**src/rtl/stack_alu_exec.sv**
```systemverilog
module stack_alu_exec #(
  parameter int DW    = 32,
  parameter int DEPTH = 16
) (
  input  logic                         clk,
  input  logic                         rst_n,
  input  logic                         op_valid,
  input  logic [3:0]                   op_code,
  input  logic [DW-1:0]                lit_word,
  output logic                         res_valid,
  output logic [DW-1:0]                top_word,
  output logic [$clog2(DEPTH+1)-1:0]   depth,
  output logic                         err_underflow,
  output logic                         err_overflow,
  output logic                         err_unsupported
);
  localparam int CW = $clog2(DEPTH + 1);
  localparam int IW = (DEPTH > 1) ? $clog2(DEPTH) : 1;
  localparam logic [CW-1:0] FULL = CW'(DEPTH);
  localparam logic [DW-1:0] WIDTH_V = DW[DW-1:0];
  localparam logic [3:0] OP_LIT = 4'd0, OP_ADD = 4'd1, OP_SHF = 4'd2,
                         OP_XOR = 4'd3, OP_AND = 4'd4;

  logic [DW-1:0] stk [DEPTH];
  logic [CW-1:0] dm1, dm2;
  logic [DW-1:0] opa, opb, left_amt, result;
  logic          is_bin;

  assign dm1      = depth - 1'b1;
  assign dm2      = depth - 2'd2;
  assign opb      = stk[dm1[IW-1:0]];
  assign opa      = stk[dm2[IW-1:0]];
  assign top_word = (depth == '0) ? '0 : opb;
  assign is_bin   = (op_code >= OP_ADD) && (op_code <= OP_AND);
  assign left_amt = opb - WIDTH_V;

  always_comb begin
    unique case (op_code)
      OP_ADD:  result = opa + opb;
      OP_SHF:  if (opb < WIDTH_V)          result = opa >> opb;
               else if (left_amt < WIDTH_V) result = opa << left_amt;
               else                         result = '0;
      OP_XOR:  result = opa ^ opb;
      OP_AND:  result = opa & opb;
      default: result = '0;
    endcase
  end

  always_ff @(posedge clk) begin
    if (!rst_n) begin
      depth           <= '0;
      res_valid       <= 1'b0;
      err_underflow   <= 1'b0;
      err_overflow    <= 1'b0;
      err_unsupported <= 1'b0;
    end else begin
      res_valid       <= op_valid;
      err_underflow   <= 1'b0;
      err_overflow    <= 1'b0;
      err_unsupported <= 1'b0;
      if (op_valid) begin
        if (op_code == OP_LIT) begin
          if (depth == FULL) err_overflow <= 1'b1;
          else begin
            stk[depth[IW-1:0]] <= lit_word;
            depth <= depth + 1'b1;
          end
        end else if (is_bin) begin
          if (depth < CW'(2)) err_underflow <= 1'b1;
          else begin
            stk[dm2[IW-1:0]] <= result;
            depth <= dm1;
          end
        end else begin
          err_unsupported <= 1'b1;
        end
      end
    end
  end

  a_r1_push_lands: assert property (@(posedge clk) disable iff (!rst_n)
    op_valid && op_code == OP_LIT && depth < FULL
    |=> top_word == $past(lit_word) && depth == $past(depth) + 1'b1);

  a_r2_binary_pops_one: assert property (@(posedge clk) disable iff (!rst_n)
    op_valid && is_bin && depth >= CW'(2) |=> depth == $past(depth) - 1'b1 && !err_underflow);

  a_r7_underflow_holds: assert property (@(posedge clk) disable iff (!rst_n)
    op_valid && is_bin && depth < CW'(2) |=> err_underflow && $stable(depth) && $stable(top_word));

  a_r8_overflow_holds: assert property (@(posedge clk) disable iff (!rst_n)
    op_valid && op_code == OP_LIT && depth == FULL |=> err_overflow && $stable(depth) && $stable(top_word));

  a_r9_unsupported_holds: assert property (@(posedge clk) disable iff (!rst_n)
    op_valid && op_code > OP_AND |=> err_unsupported && $stable(depth) && $stable(top_word));

  a_r10_valid_follows: assert property (@(posedge clk) disable iff (!rst_n)
    op_valid |=> res_valid);

  a_r10_flags_exclusive: assert property (@(posedge clk) disable iff (!rst_n)
    $onehot0({err_underflow, err_overflow, err_unsupported})
    && ((err_underflow || err_overflow || err_unsupported) -> res_valid));

  a_r11_depth_bounded: assert property (@(posedge clk) disable iff (!rst_n)
    depth <= FULL && (depth == '0 -> top_word == '0));
endmodule

```
**config.mk**
```make
export PLATFORM = sky130hd
export DESIGN_NAME = stack_alu_exec
export DESIGN_NICKNAME = d
export VERILOG_FILES = /design/src/rtl/stack_alu_exec.sv
export SDC_FILE = /design/constraint.sdc
export NUM_CORES = 1
export LEC_CHECK = 0
export BUFFER_PORTS_ARGS = -buffer_cell sky130_fd_sc_hd__buf_2
export CORE_UTILIZATION = 50
export CTS_CLUSTER_DIAMETER = 50
export DETAILED_ROUTE_END_ITERATION = 10
export PLACE_DENSITY = 0.64
export SYNTH_ARGS = -nofsm -noshare
export SYNTH_HDL_FRONTEND = slang
export SYNTH_SLANG_ARGS = --single-unit
```
**constraint.sdc**
```tcl
create_clock -name clk -period 14.7 [get_ports clk]
set_clock_uncertainty 0.2 [all_clocks]
set_input_delay 0.735 -clock clk [delete_from_list [all_inputs] [get_ports clk]]
set_output_delay 0.735 -clock clk [all_outputs]
set_load 0.02 [all_outputs]
```
==> reports/qor.csv <==
metric,value,unit
routed length per placed instance,32.5,um
RR Startpoint,depth[0],
die area,62200,sq um
routability congestion estimate,1.06,
# DRC,0,
ANT nets after route,0,
worst hold endpoint,depth[4],
GRT Total Usage,31.1,%
combinational share of power,29.0,%
vias in the first global route,20500,
clock share of power,35.0,%
sw frac,33.0,%
filler cell count,4733,
PortBufs,79,
Die H,249,um
number of synthesized register bits,521,
Pleak,11.0,nW
setup violators final,0,
Initial Util,50.7,%
Yosys warnings,0,
Root Driver,clkbuf_16,
Net Switching,0.00151,W
Final HPWL DP,61700,um
H-Tree Depth,3,
HP Class,in2reg,
antenna cells,0,
max_cap viols,0,
post-synth cell types,85,
CP max FO,49,
syn nets,2161,
initial antenna violation count,0,
R2R Setup Slk,5.28,ns
Cells after Synth,2087,
R2R cell count,14,
largest net degree at the start of global routing,62,
P per Cell Area,135,nW/um^2
CTS tree,built,
# hold bufs at CTS,0,
Pins Over Slew Limit,0,
final core utilization,56.4,%
Post-synth EDFFs,512,
Iter 0 DRT Violations,2824,
Vias per Instance,7.04,
NumNets Final,2213,
Seq pwr share,35.9,%
"Clk pin slew, worst setup/hold paths",0.06,ns
Worst Max-Slew Pin Slew,1.40,ns
Worst EP arrival,9.44,ns
# rows,90,
first-pass GRT wire length,140000,um
clock insertion delay at the later pin of the skew report,0.62,ns
RSZ-0062 raised after global routing,false,
Slew headroom,6.93,%
"Period Utilization, post-route",64.1,%
num ports,80,
Hold Startpoint,rst_n,
VDD IR max,0.0746,mV
final WL,96400,um
Final Hold Vio Count,0,
setup tns final,0,ns
# Post-CTS Setup Buffers,0,
Die W,249,um
post-synthesis sequential area ratio,50.9,%
Post-synth ARST share,0,%
Fin Hold WS,0.237,ns
post_cts resized,0,
CTS max path bufs,3,
vias,20900,
fmax,106,MHz
hold depth,2,
RR Endpoint,stk[0][16],
Crit Path Class,reg2reg,
clk sinks,521,
share of cells above drive strength 1,26.9,%
drt first pass iters,7,
placed cell area,31800,sq um
WP data required,14.72,ns
core area,60400,sq um
cts bufs inserted,67,
outcome,"finished, final reports clean",
syn avg cell area,14.7,sq um
grt ovf,0,
Internal,0.00308,W
Synth-to-Final Area Change,11.2,%
synthesized area,30600,sq um
final instance area,34000,sq um
Crit. End Element,flop,
minimum clock period after layout,9.42,ns
CP startpoint kind,flop,
Main synth FF type,edfxtp_1,
[cells by family after synthesis]
logic type,share of synthesized area (%)
adder cells (fa/ha/maj),1.55
XOR/XNOR,1.17
AND/OR/NAND/NOR,7.37
buffers and inverters,2.83
multiplexers,29.1
flip-flops,50.9
AO/OA/AOI/OAI,7.17
[power by group through the flow]
| stage | clock, W | sequential (W) | combinational [W] |
|---|---|---|---|
| floorplan | 0 | 0.00167 | 0.000927 |
| global placement | 0 | 0.00168 | 0.00130 |
| detailed placement | 0 | 0.00168 | 0.00130 |
| CTS | 0.00163 | 0.00165 | 0.00130 |
| global route | 0.00168 | 0.00165 | 0.00141 |
| finish | 0.00161 | 0.00165 | 0.00133 |
[placed cells by master, fill, tap and decap left out, types with 12 or more instances in the layout]
cell type | Yosys | final
a211oi_1 | 16 | 16
a21o_1 | 17 | 17
a21oi_1 | 78 | 78
a221oi_1 | 19 | 19
a31oi_1 | 26 | 26
and2_1 | 16 | 16
buf_2 | 50 | 79
buf_4 | 12 | 56
clkbuf_16 | 0 | 69
clkinv_1 | 1 | 12
edfxtp_1 | 512 | 512
ha_1 | 34 | 32
inv_1 | 27 | 26
mux2_2 | 15 | 15
mux2i_1 | 205 | 205
mux4_2 | 296 | 294
nand2_1 | 115 | 115
nand3_1 | 37 | 37
nand4_1 | 12 | 12
nor2_1 | 129 | 113
nor2_4 | 0 | 16
nor2b_1 | 37 | 37
nor3_1 | 37 | 37
o21ai_0 | 69 | 68
or3_1 | 12 | 12
xnor2_1 | 24 | 22
xor2_1 | 15 | 14
[registers in the layout (all words and copies together) (netlist names)]
name	cells
stk	512
depth	5
err_unsupported	1
err_underflow	1
err_overflow	1
res_valid	1
[worst max-delay path: stages, from the launching register on]
cell	delay, ns
dfxtp_4	0.91
buf_4	0.79
buf_4	0.83
buf_4	0.69
buf_4	0.78
mux4_2	0.59
mux4_2	0.55
or3_1	0.45
or3b_1	0.39
nor4b_2	0.26
nand4_1	0.17
nor4_4	0.48
and2_1	0.66
nand2_1	0.13
a31oi_1	1.01
[layout make-up]
cell class                      instances  area [sq um]  area share, %
Timing Repair Buffer                  135           816           2.40
Tap cell                              782           978           2.88
Inverter                               29           109          0.320
Sequential cell                       521         15600           45.8
Clock buffer                           79          1760           5.19
Clock inverter                         36           400           1.18
Multi-Input combinational cell       1385         14400           42.3
[through the flow]
step           std cells  total power, W  setup WS, ns
3_3_place_gp        2851         0.00298          5.38
5_1_grt             2967         0.00474          4.43
2_1_floorplan       2087         0.00260          6.05
6_report            2967         0.00459          5.28
3_5_place_dp        2851         0.00298          5.11
4_1_cts             2966         0.00458          5.07
[worst max path at each step]
stage,from,endpoint,slack [ns],depth (start not counted)
6_report,depth[0],stk[0][16],5.28,14
5_1_grt,depth[0],stk[13][31],4.43,15
4_1_cts,depth[0],stk[0][22],5.07,14
3_5_place_dp,depth[0],stk[11][22],5.11,14
3_3_place_gp,depth[0],stk[2][24],5.38,14
2_1_floorplan,depth[0],stk[0][24],6.05,35
[routing by layer]
layer / wire, um / GRT usage (%) / share of wire, %
met2: 45300 / 48.6 / 47
met3: 8770 / 4.57 / 9.1
met4: 3400 / 12.1 / 3.5
met1: 38900 / 44.4 / 40
met5: 0 / 0 / 0
[Yosys cell counts (9+ instances only)]
| library cell | instances | share of area (%) |
|---|---|---|
| mux4_2 | 296 | 22 |
| dfxtp_1 | 9 | 0.59 |
| inv_1 | 27 | 0.33 |
| nor2_1 | 129 | 1.6 |
| a221oi_1 | 19 | 0.54 |
| buf_4 | 12 | 0.29 |
| nor4_1 | 11 | 0.22 |
| nor2b_1 | 37 | 0.76 |
| edfxtp_1 | 512 | 50 |
| a211oi_1 | 16 | 0.39 |
| or3_1 | 12 | 0.25 |
| ha_1 | 34 | 1.4 |
| a22oi_1 | 10 | 0.25 |
| a31oi_1 | 26 | 0.53 |
| o22ai_1 | 11 | 0.22 |
| nor3_1 | 37 | 0.61 |
| xnor2_1 | 24 | 0.69 |
| nand4_1 | 12 | 0.25 |
| o211ai_1 | 10 | 0.25 |
| nand3_1 | 37 | 0.61 |
| mux2i_1 | 205 | 6.7 |
| clkbuf_1 | 71 | 0.87 |
| a21oi_1 | 78 | 1.3 |
| a21o_1 | 17 | 0.42 |
| xor2_1 | 15 | 0.43 |
| buf_2 | 50 | 0.82 |
| mux2_2 | 15 | 0.55 |
| nand2_1 | 115 | 1.4 |
| o21ai_0 | 69 | 1.1 |
| buf_1 | 9 | 0.11 |
| nand2b_1 | 9 | 0.18 |
| buf_6 | 9 | 0.33 |
| and2_1 | 16 | 0.33 |
Note: power is estimated with default switching activity, not from simulation.
